**src/rtl/lsq_fringe_pkg.sv**
```systemverilog
package lsq_fringe_pkg;
  typedef enum logic [2:0] {
    ST_IDLE,
    ST_LOAD,
    ST_MEAN,
    ST_COV,
    ST_SLOPE,
    ST_DET,
    ST_FIN
  } state_e;

  localparam int RCP_SH = 24;
  localparam int RCP_W  = 26;
endpackage

```
**src/rtl/lsq_coef_tables.sv**
```systemverilog
module lsq_coef_tables #(
  parameter int NPIX   = 20,
  parameter int COEF_W = 16,
  parameter int IDX_W  = 5
) (
  input  logic                     clk_i,
  input  logic                     rst_ni,
  input  logic                     we_i,
  input  logic [IDX_W-1:0]         waddr_i,
  input  logic signed [COEF_W-1:0] wsin_i,
  input  logic signed [COEF_W-1:0] wcos_i,
  input  logic [IDX_W-1:0]         raddr_i,
  output logic signed [COEF_W-1:0] sin_o,
  output logic signed [COEF_W-1:0] cos_o
);
  logic signed [COEF_W-1:0] sin_q [NPIX];
  logic signed [COEF_W-1:0] cos_q [NPIX];

  always_ff @(posedge clk_i or negedge rst_ni) begin
    if (!rst_ni) begin
      for (int k = 0; k < NPIX; k++) begin
        sin_q[k] <= '0;
        cos_q[k] <= '0;
      end
    end else if (we_i && (int'(waddr_i) < NPIX)) begin
      sin_q[waddr_i] <= wsin_i;
      cos_q[waddr_i] <= wcos_i;
    end
  end

  assign sin_o = sin_q[raddr_i];
  assign cos_o = cos_q[raddr_i];
endmodule

```
**src/rtl/lsq_profile_buf.sv**
```systemverilog
module lsq_profile_buf #(
  parameter int NPIX  = 20,
  parameter int PIX_W = 12,
  parameter int IDX_W = 5
) (
  input  logic                    clk_i,
  input  logic                    we_i,
  input  logic [IDX_W-1:0]        waddr_i,
  input  logic signed [PIX_W-1:0] wdata_i,
  input  logic [IDX_W-1:0]        raddr_i,
  output logic signed [PIX_W-1:0] rdata_o
);
  logic signed [PIX_W-1:0] mem_q [NPIX];

  always_ff @(posedge clk_i) begin
    if (we_i) mem_q[waddr_i] <= wdata_i;
  end

  assign rdata_o = mem_q[raddr_i];
endmodule

```
**src/rtl/lsq_detrend_corr.sv**
```systemverilog
module lsq_detrend_corr #(
  parameter int PIX_W      = 12,
  parameter int COEF_W     = 16,
  parameter int SLOPE_W    = 18,
  parameter int SLOPE_FRAC = 6,
  parameter int X2_W       = 7,
  parameter int CORR_W     = 15,
  parameter int ACC_W      = 37
) (
  input  logic                      clk_i,
  input  logic                      rst_ni,
  input  logic                      clr_i,
  input  logic                      en_i,
  input  logic signed [PIX_W-1:0]   pix_i,
  input  logic signed [PIX_W-1:0]   mean_i,
  input  logic signed [SLOPE_W-1:0] slope_i,
  input  logic signed [X2_W-1:0]    x2_i,
  input  logic signed [COEF_W-1:0]  sin_i,
  input  logic signed [COEF_W-1:0]  cos_i,
  output logic signed [CORR_W-1:0]  max_o,
  output logic signed [CORR_W-1:0]  min_o,
  output logic signed [ACC_W-1:0]   acc_sin_o,
  output logic signed [ACC_W-1:0]   acc_cos_o
);
  localparam int TR_W = SLOPE_W + X2_W;
  localparam int DW   = TR_W + PIX_W;
  localparam int PW   = CORR_W + COEF_W;
  localparam logic signed [DW-1:0] C_HI = DW'((longint'(1) <<< (CORR_W-1)) - 1);
  localparam logic signed [DW-1:0] C_LO = DW'(-(longint'(1) <<< (CORR_W-1)));
  localparam logic signed [CORR_W-1:0] C_HI_N = C_HI[CORR_W-1:0];
  localparam logic signed [CORR_W-1:0] C_LO_N = C_LO[CORR_W-1:0];

  logic signed [TR_W-1:0]   trend_full, trend;
  logic signed [DW-1:0]     diff;
  logic signed [CORR_W-1:0] corr;
  logic signed [PW-1:0]     prod_s, prod_c;
  logic signed [CORR_W-1:0] max_q, min_q;
  logic signed [ACC_W-1:0]  acc_s_q, acc_c_q;

  assign trend_full = slope_i * x2_i;
  assign trend      = trend_full >>> (SLOPE_FRAC + 1);
  assign diff       = DW'(pix_i) - DW'(mean_i) - DW'(trend);
  assign corr       = (diff > C_HI) ? C_HI_N :
                      (diff < C_LO) ? C_LO_N : diff[CORR_W-1:0];
  assign prod_s     = corr * sin_i;
  assign prod_c     = corr * cos_i;

  always_ff @(posedge clk_i or negedge rst_ni) begin
    if (!rst_ni) begin
      max_q   <= C_LO_N;
      min_q   <= C_HI_N;
      acc_s_q <= '0;
      acc_c_q <= '0;
    end else if (clr_i) begin
      max_q   <= C_LO_N;
      min_q   <= C_HI_N;
      acc_s_q <= '0;
      acc_c_q <= '0;
    end else if (en_i) begin
      if (corr > max_q) max_q <= corr;
      if (corr < min_q) min_q <= corr;
      acc_s_q <= acc_s_q + ACC_W'(prod_s);
      acc_c_q <= acc_c_q + ACC_W'(prod_c);
    end
  end

  assign max_o     = max_q;
  assign min_o     = min_q;
  assign acc_sin_o = acc_s_q;
  assign acc_cos_o = acc_c_q;

  AST_SPAN_ORDER: assert property (@(posedge clk_i) disable iff (!rst_ni)
    $past(en_i) && !$past(clr_i) |-> max_q >= min_q);
endmodule

```
**src/rtl/lsq_fringe_core.sv**
```systemverilog
module lsq_fringe_core
  import lsq_fringe_pkg::*;
#(
  parameter int NPIX       = 20,
  parameter int PIX_W      = 12,
  parameter int COEF_W     = 16,
  parameter int SLOPE_W    = 18,
  parameter int SLOPE_FRAC = 6,
  parameter int CORR_W     = 15,
  parameter int IDX_W      = $clog2(NPIX),
  parameter int ACC_W      = CORR_W + COEF_W + $clog2(NPIX) + 1
) (
  input  logic                     clk_i,
  input  logic                     rst_ni,
  input  logic                     start_i,
  input  logic                     pix_valid_i,
  input  logic signed [PIX_W-1:0]  pix_i,
  input  logic                     coef_we_i,
  input  logic [IDX_W-1:0]         coef_idx_i,
  input  logic signed [COEF_W-1:0] coef_sin_i,
  input  logic signed [COEF_W-1:0] coef_cos_i,
  output logic                     busy_o,
  output logic                     done_o,
  output logic signed [CORR_W-1:0] amp_o,
  output logic signed [ACC_W-1:0]  sum_sin_o,
  output logic signed [ACC_W-1:0]  sum_cos_o
);
  localparam int X2_W   = IDX_W + 2;
  localparam int SUM_W  = PIX_W + $clog2(NPIX) + 1;
  localparam int COV_W  = PIX_W + X2_W + $clog2(NPIX) + 1;
  localparam int MP_W   = SUM_W + RCP_W;
  localparam int SP_W   = COV_W + RCP_W;
  localparam int SL_SH  = RCP_SH - 1 - SLOPE_FRAC;
  localparam longint VAR2 = longint'(NPIX) * (longint'(NPIX) * NPIX - 1) / 3;
  localparam logic signed [RCP_W-1:0] MEAN_RCP = RCP_W'((longint'(1) << RCP_SH) / NPIX);
  localparam logic signed [RCP_W-1:0] VAR_RCP  = RCP_W'((longint'(1) << RCP_SH) / VAR2);
  localparam logic [IDX_W-1:0] LAST = IDX_W'(NPIX - 1);
  localparam logic signed [SP_W-1:0] S_HI = SP_W'((longint'(1) <<< (SLOPE_W-1)) - 1);
  localparam logic signed [SP_W-1:0] S_LO = SP_W'(-(longint'(1) <<< (SLOPE_W-1)));

  state_e state_q;
  logic [IDX_W-1:0] idx_q;
  logic signed [SUM_W-1:0] sum_q;
  logic signed [COV_W-1:0] cov_q;
  logic signed [PIX_W-1:0] mean_q, buf_rd, mean_d;
  logic signed [SLOPE_W-1:0] slope_q, slope_d;
  logic signed [X2_W-1:0] x2;
  logic signed [MP_W-1:0] mean_prod, mean_sh;
  logic signed [SP_W-1:0] sl_prod, sl_sh;
  logic signed [X2_W+PIX_W-1:0] cov_prod;
  logic signed [COEF_W-1:0] k_sin, k_cos;
  logic signed [CORR_W-1:0] run_max, run_min;
  logic signed [CORR_W:0] span;
  logic signed [ACC_W-1:0] acc_s, acc_c;
  logic signed [CORR_W-1:0] amp_q;
  logic signed [ACC_W-1:0] sum_s_q, sum_c_q;
  logic done_q, buf_we, det_clr, det_en;

  assign buf_we  = (state_q == ST_LOAD) && pix_valid_i;
  assign det_clr = (state_q == ST_SLOPE);
  assign det_en  = (state_q == ST_DET);

  lsq_profile_buf #(.NPIX(NPIX), .PIX_W(PIX_W), .IDX_W(IDX_W)) u_buf (
    .clk_i(clk_i), .we_i(buf_we), .waddr_i(idx_q), .wdata_i(pix_i),
    .raddr_i(idx_q), .rdata_o(buf_rd));

  lsq_coef_tables #(.NPIX(NPIX), .COEF_W(COEF_W), .IDX_W(IDX_W)) u_coef (
    .clk_i(clk_i), .rst_ni(rst_ni), .we_i(coef_we_i), .waddr_i(coef_idx_i),
    .wsin_i(coef_sin_i), .wcos_i(coef_cos_i), .raddr_i(idx_q),
    .sin_o(k_sin), .cos_o(k_cos));

  // doubled, centred index: 2i-(M-1), exact zero mean
  assign x2 = $signed({1'b0, idx_q, 1'b0}) - X2_W'(NPIX - 1);

  assign mean_prod = sum_q * MEAN_RCP;
  assign mean_sh   = mean_prod >>> RCP_SH;
  assign mean_d    = mean_sh[PIX_W-1:0];

  assign cov_prod  = x2 * buf_rd;

  assign sl_prod   = cov_q * VAR_RCP;
  assign sl_sh     = sl_prod >>> SL_SH;
  assign slope_d   = (sl_sh > S_HI) ? S_HI[SLOPE_W-1:0] :
                     (sl_sh < S_LO) ? S_LO[SLOPE_W-1:0] : sl_sh[SLOPE_W-1:0];

  lsq_detrend_corr #(
    .PIX_W(PIX_W), .COEF_W(COEF_W), .SLOPE_W(SLOPE_W), .SLOPE_FRAC(SLOPE_FRAC),
    .X2_W(X2_W), .CORR_W(CORR_W), .ACC_W(ACC_W)
  ) u_det (
    .clk_i(clk_i), .rst_ni(rst_ni), .clr_i(det_clr), .en_i(det_en),
    .pix_i(buf_rd), .mean_i(mean_q), .slope_i(slope_q), .x2_i(x2),
    .sin_i(k_sin), .cos_i(k_cos), .max_o(run_max), .min_o(run_min),
    .acc_sin_o(acc_s), .acc_cos_o(acc_c));

  assign span = (CORR_W+1)'(run_max) - (CORR_W+1)'(run_min);

  always_ff @(posedge clk_i or negedge rst_ni) begin
    if (!rst_ni) begin
      state_q <= ST_IDLE;
      idx_q   <= '0;
      sum_q   <= '0;
      cov_q   <= '0;
      mean_q  <= '0;
      slope_q <= '0;
      amp_q   <= '0;
      sum_s_q <= '0;
      sum_c_q <= '0;
      done_q  <= 1'b0;
    end else begin
      done_q <= 1'b0;
      unique case (state_q)
        ST_IDLE: if (start_i) begin
          state_q <= ST_LOAD;
          idx_q   <= '0;
          sum_q   <= '0;
        end
        ST_LOAD: if (pix_valid_i) begin
          sum_q <= sum_q + SUM_W'(pix_i);
          if (idx_q == LAST) begin
            idx_q   <= '0;
            state_q <= ST_MEAN;
          end else idx_q <= idx_q + 1'b1;
        end
        ST_MEAN: begin
          mean_q  <= mean_d;
          cov_q   <= '0;
          state_q <= ST_COV;
        end
        ST_COV: begin
          cov_q <= cov_q + COV_W'(cov_prod);
          if (idx_q == LAST) begin
            idx_q   <= '0;
            state_q <= ST_SLOPE;
          end else idx_q <= idx_q + 1'b1;
        end
        ST_SLOPE: begin
          slope_q <= slope_d;
          state_q <= ST_DET;
        end
        ST_DET: begin
          if (idx_q == LAST) begin
            idx_q   <= '0;
            state_q <= ST_FIN;
          end else idx_q <= idx_q + 1'b1;
        end
        ST_FIN: begin
          amp_q   <= span[CORR_W:1];
          sum_s_q <= acc_s;
          sum_c_q <= acc_c;
          done_q  <= 1'b1;
          state_q <= ST_IDLE;
        end
        default: state_q <= ST_IDLE;
      endcase
    end
  end

  assign busy_o    = (state_q != ST_IDLE);
  assign done_o    = done_q;
  assign amp_o     = amp_q;
  assign sum_sin_o = sum_s_q;
  assign sum_cos_o = sum_c_q;

  AST_DONE_PULSE: assert property (@(posedge clk_i) disable iff (!rst_ni)
    done_o |=> !done_o);
  AST_DONE_IDLE: assert property (@(posedge clk_i) disable iff (!rst_ni)
    done_o |-> !busy_o);
  AST_OUT_HOLD: assert property (@(posedge clk_i) disable iff (!rst_ni)
    !($stable(amp_o) && $stable(sum_sin_o) && $stable(sum_cos_o)) |-> done_o);
  AST_IDX_RANGE: assert property (@(posedge clk_i) disable iff (!rst_ni)
    int'(idx_q) < NPIX);
  AST_NO_RESTART: assert property (@(posedge clk_i) disable iff (!rst_ni)
    (state_q == ST_COV) && start_i |=> state_q != ST_LOAD);
endmodule

```
**config.mk**
```make
export PLATFORM = sky130hd
export DESIGN_NAME = lsq_fringe_core
export DESIGN_NICKNAME = d
export VERILOG_FILES = /design/src/rtl/lsq_fringe_pkg.sv /design/src/rtl/lsq_coef_tables.sv /design/src/rtl/lsq_profile_buf.sv /design/src/rtl/lsq_detrend_corr.sv /design/src/rtl/lsq_fringe_core.sv
export SDC_FILE = /design/constraint.sdc
export NUM_CORES = 2
export LEC_CHECK = 0
export ABC_AREA = 1
export BUFFER_PORTS_ARGS = -buffer_cell sky130_fd_sc_hd__buf_4
export CAP_MARGIN = 20
export CORE_AREA = 2 2 406 408
export CTS_BUF_LIST = sky130_fd_sc_hd__clkbuf_8 sky130_fd_sc_hd__clkbuf_16
export CTS_CLUSTER_DIAMETER = 50
export DETAILED_ROUTE_END_ITERATION = 12
export DIE_AREA = 0 0 408 410
export PLACE_DENSITY_LB_ADDON = 0.1
export SYNTH_ARGS = -nofsm -noshare
export SYNTH_HDL_FRONTEND = slang
export SYNTH_SLANG_ARGS = --single-unit
```
**constraint.sdc**
```tcl
create_clock -name clk_i -period 16.8 [get_ports clk_i]
set_clock_uncertainty 0.1 [all_clocks]
set_input_delay 0 -clock clk_i [delete_from_list [all_inputs] [get_ports clk_i]]
set_output_delay 0 -clock clk_i [all_outputs]
set_load 0.02 [all_outputs]
```
-- Yosys cells after proc, flatten, opt, wreduce, memory -nomap -nowiden
Memories as Yosys holds them, arrays and structs flattened.
Index checks and enable logic that the tools add are counted.
- logic and storage cells: 152
- RAM bits: 240
- register bits after elaboration: 915
- memories: 1
- output and inout port bits: 91
- input port bits: 54
- memories (name ; words ; bits a word ; read ports ; clocked after Yosys merged registers in ; wr ports ; RTL line ; source):
    u_buf.mem_q ; 20 ; 12 ; 1 ; 0 ; 1 ; lsq_profile_buf.sv:13 ; logic signed [PIX_W-1:0] mem_q [NPIX];
- $lt $le $gt $ge: 10
- equal/unequal tests: 12
- add/subtract/negate cells: 9
- reduce and logical (&&, ||, !) cells: 17
- multiply operators: 6
- multiplexer cells: 41
- bitwise gates (word level): 2
- operator list (cell ; number):
    $bwmux 320 ; 2
    $bmux 16 s5 ; 2
    $mux 37 ; 4
    $mux 15 ; 8
    $demux 16 s5 ; 1
    $mux 16 ; 5
    $add 37x31->37 ; 2
    $mux 18 ; 4
    $mul 15x16->31 ; 2
    $pmux 25 s2 ; 1
    $mul 25x14->39 const B ; 1
    $gt 37x15->1 const B ; 1
    $lt 37x15->1 const B ; 1
    $pmux 18 s2 ; 1
    $mul 18x19->34 const B ; 1
    $add 25x19->25 ; 1
    $mul 18x7->25 ; 1
    $gt 22x18->1 const B ; 1
    $lt 22x18->1 const B ; 1
    $mul 7x12->19 ; 1
    $sub 13x18->19 ; 1
    $add 18x12->18 ; 1
    $pmux 3 s6 ; 1
    $sub 15x15->16 ; 1
    27 further kinds ; 52

-- Logic depth before layout (Yosys ltp)
- depth after elaboration: 10
- depth in mapped cells: 85
- depth with buffers taken out: 78

-- Modules after synthesis
From an unflattened synthesis, not the netlist that was laid out.
- cell total of the unflattened synthesis: 11803
- area, all modules: 96227.3 um2
- modules (own cells, without submodules) (module ; area an instance (um2) ; cells each ; instances ; sequential area each (um2)):
    lsq_detrend_corr ; 32468.6 ; 4009 ; 1 ; 2621.3
    lsq_coef_tables ; 30518.0 ; 4119 ; 1 ; 16015.4
    lsq_fringe_core ; 23548.8 ; 2856 ; 1 ; 4279.1
    lsq_profile_buf ; 9691.8 ; 819 ; 1 ; 7206.9

-- Least setup slack after synthesis
OpenSTA, ideal clock, no wires.
- path kind: register -> register
- from: register idx_q[0]
- to: register u_det.acc_s_q[31], in the netlist u_det.acc_sin_o[31]
- data required time: 16.577 ns
- period minus slack after synthesis: 14.754 ns
- cell stages (with the launch flop): 72
- setup time: 0.123 ns
- setup slack: 2.046 ns
- path buffers: 9
- arrival: 14.531 ns
- path through: dfrtp_1 buf_2 clkbuf_1 clkbuf_1 clkbuf_1 clkbuf_1 buf_1 clkbuf_1 nand2_1 fa_1 fa_1 fa_1 inv_1 fa_1 ha_1 a21oi_1 o21ai_1 nand2_1 (+36 left out) inv_1 fa_1 ha_1 nand2_1 nor2_1 inv_1 nor4_1 a21oi_1 o21ai_0 a21oi_1 inv_1 a21oi_1 o21ai_0 nand2_1 nand2_1 a21oi_1 o21ai_0 nand2_1
- cells in the longest elaborated chain, start to end: 10
- elaborated cells on any way between the ends: 17
- those cells by class: add/sub: 4; mul: 2; order compare: 2; mux: 7; bitwise: 1; memory: 1
- ends and longest elaborated chain (element ; RTL line ; source):
    start: declaration ; lsq_fringe_core.sv:42 ; logic [IDX_W-1:0] idx_q;
    start signal: assignment ; lsq_fringe_core.sv:122 ; end else idx_q <= idx_q + 1'b1;
    start signal: assignment ; lsq_fringe_core.sv:134 ; end else idx_q <= idx_q + 1'b1;
    start signal: assignment ; lsq_fringe_core.sv:144 ; end else idx_q <= idx_q + 1'b1;
    $sub 6x5->7 or $mem_v2 20x12 (tied branches) ; n/a ;
    $mul 18x7->25 or $sub 12x12->13 (tied branches) ; lsq_detrend_corr.sv:40, lsq_detrend_corr.sv:42 ;
    $sub 13x18->19 ; lsq_detrend_corr.sv:42 ; assign diff = DW'(pix_i) - DW'(mean_i) - DW'(trend);
    $lt 37x15->1 ; lsq_detrend_corr.sv:44 ; (diff < C_LO) ? C_LO_N : diff[CORR_W-1:0];
    $mux 15 ; lsq_detrend_corr.sv:44 ;
    $mux 15 ; lsq_detrend_corr.sv:43 ; assign corr = (diff > C_HI) ? C_HI_N :
    $mul 15x16->31 (*) ; lsq_detrend_corr.sv:45 ; assign prod_s = corr * sin_i;
    $add 37x31->37 (*) ; lsq_detrend_corr.sv:62 ; acc_s_q <= acc_s_q + ACC_W'(prod_s);
    $mux 37 (*) ; lsq_detrend_corr.sv:59 ; end else if (en_i) begin
    $mux 37 (*) ; lsq_detrend_corr.sv:54 ; end else if (clr_i) begin
    end signal: assignment ; lsq_detrend_corr.sv:62 ;
    end: declaration ; lsq_detrend_corr.sv:38 ; logic signed [ACC_W-1:0] acc_s_q, acc_c_q;
Every way passes the cells marked *; elsewhere a longest branch is shown, timed or not. The select of a mux whose other input is x is not followed.
A chain may end at the register's enable or synchronous reset.

-- Worst setup path after layout
- from: register idx_q[1]
- to: register u_det.acc_s_q[33], in the netlist u_det.acc_sin_o[33]
The elaborated chain is that of the path after synthesis.

==> reports/results.txt <==
Setup TNS Final: 0 ps
multi-input logic area: 52,230 µm²
RSZ-0062 raised after global routing: false
register area: 30,130 µm²
Cell Area, Synth: 90,510 µm²
DIE HEIGHT: 410 µm
Post-synth top cells: nand2_1, inv_1, o21ai_0, fa_1, dfrtp_1
Cell Rows: 149
Max Clk Rate: 63.04 MHz
antenna violations before repair: 2
ys async rst share: 79.22%
starting density of the core: 55.36%
first drt pass iteration count: 6
largest net degree at the start of global routing: 211
Top-Level Pins: 145
top cell type's share of synthesized area: 24.88%
largest area contributor in the netlist: dfrtp_1
critical path's largest stage delay: 730 ps
Via density: 5.612
Port Buf Inserts: 144
drt initial violations: 5,895
Critical Path Fanout Max: 30
via count: 70.03k
die width: 408 µm
minimum hold slack: 46.66 ps
clock tree buffer depth: 3
CTS tree: done
slowest CP cell: dfrtp_4
H-tree levels: 4
Gate Count Post-Synth: 10.15k
CTS Sinks: 1,155
Setup CP Type: register to register
Overflow after GRT: 0
Final setup viols: 0
dpl cells: 12.14k
number of synthesized register bits: 1,155
Final Max Tran Viols: 0
Top FF cell, synth: dfrtp_1
Total GRT Usage: 31.44%
layout cells sized above 1: 6.385%
Slew HR: 18.45%
DR WL/cell: 20.73 µm
Final Hold Viols: 0
CTS Buf Count: 147
clk_lat worst skew: 800 ps
placed cell areas: 93,810 µm²
Worst path most repeated cell: nand2_1
Reg clk slew, reported paths: 60 ps
Layout Nets: 11.87k
most frequent cell after synthesis: nand2_1
vias in the first global route: 71.64k
wirelength, routed: 258,600 µm
n_diodes: 0
final instance area: 99,600 µm²
final period utilization: 94.43%
first-pass GRT wire length: 409,800 µm
mean post-synth cell area: 8.919 µm²
CTS Root Cell: clkbuf_16
worst slew pin tran: 1223 ps
area grow syn2layout: 10.04%
yosys warns: 0
critical path launch point type: register
final RePlAce weighted congestion: 0.9396
Die Area: 167,300 µm²
Period minus WS final: 15,860 ps
post-DP HPWL: 180,300 µm
HP Class: input port to register
post-route ant nets: 0
DRC: 0
CP Data Required Time: 17,370 ps
Placeable Area: 163,500 µm²
Post-Layout Cell Count: 12.48k
status: finished, final reports clean
Worst EP arrival: 16,430 ps
# fillers: 14.28k
post-synth net total: 11.85k
post-synth cell types: 61
Setup crit end kind: register
EDFF count, synth: 240
top cells by area, synth: dfrtp_1, fa_1, ha_1, edfxtp_1, nand2_1
sequential cell area fraction in the yosys report: 33.28%
number of max-cap violations: 0
[flip-flops by register name (all words and copies together) (netlist names), 18 cells and up]
register and count:
slope_q 18, u_coef.cos_q 320, cov_q 25, sum_q 18
u_det.acc_sin_o 37, u_coef.sin_q 320, u_det.acc_cos_o 37, sum_sin_o 37
u_buf.mem_q 240, sum_cos_o 37
[timing repair]
item                                     CTS  global route
hold endpoints to repair                1042             0
setup buffers                              0             6
endpoints found under the setup margin     0            15
hold buffers                              70             0
gates resized for setup                    0            10
[critical path, delay by kind of cell (launching register included)]
kind	cells	cell delay, ps
fa+ha+maj	14	6470
simple gates	20	2760
flops	1	730
xor+xnor	2	310
buf+inv	13	2310
compound gates	17	3070
[area by class of cell]
| cell class | instances | share of cell area [%] |
|---|---|---|
| sequential | 1155 | 30.25 |
| multi-input combinational | 6776 | 52.44 |
| inverter | 1730 | 6.557 |
| clock buffer | 169 | 4.031 |
| tap | 2189 | 2.750 |
| timing repair buffer | 364 | 3.083 |
| clock inverter | 95 | 0.8869 |
[metal layers]
layer	GRT usage [%]	vias up	routed length [µm]
li1	-	32380	-
met1	43.30	34830	110900
met2	51.30	2329	121100
met3	4.575	478	17570
met4	10.56	4	8943
met5	0	-	27
[placed cells by master, fill, tap and decap left out, types with 13 or more instances in the layout]
cell,count
o22ai_1,128
dfstp_2,15
or2_2,13
nand4_1,26
clkinv_2,17
nor3_1,27
o21bai_1,18
buf_4,279
o31ai_1,17
a22oi_1,84
clkbuf_8,19
xnor2_1,62
xor2_1,76
o221ai_1,56
nor2_1,826
clkinv_1,14
nand2_2,28
o221a_2,15
a211oi_1,15
a32o_1,15
a221oi_1,25
dfrtp_1,897
a32oi_1,16
edfxtp_1,240
nand3_1,75
a31oi_1,13
a21oi_1,500
fa_1,962
inv_1,1733
o21ai_0,1120
dlygate4sd3_1,69
ha_1,681
nand2_1,1858
clkbuf_16,150
[per-stage QoR]
step	utilization, %	worst slack, ps
after floorplan	-	2046
after global placement	57.33	713.7
after detailed placement	57.37	512.9
after CTS	60.81	477.1
after global routing	60.92	28.50
final	60.92	936.3
[logic make-up after synthesis]
group	count (synthesis)	share of synthesized area [%]
and+or+nand+nor	2895	12.41
buffers and inverters	2218	9.243
AOI/OAI and AO/OA	2097	13.00
adders and majority gates	1644	30.71
DFF	1155	33.28
xor gates and xnor gates	139	1.366
[path summary, 6_finish.rpt]
kind                                        to  slack, ps  cells past startpoint     startpoint
max in group asynchronous        sum_cos_o[11]      12980                      7         rst_ni
min reg2reg                      sum_cos_o[36]        370                      2  sum_cos_o[36]
min in group asynchronous     u_coef.sin_q[89]        320                      4         rst_ni
max reg2reg                u_det.acc_sin_o[33]        940                     66       idx_q[1]
max                        u_det.acc_sin_o[33]        940                     66       idx_q[1]
min                         u_buf.mem_q[19][8]         50                      2       pix_i[8]
Power is not shown: default switching activity piles up to over one toggle a cycle in this logic, so the estimate is an artifact.
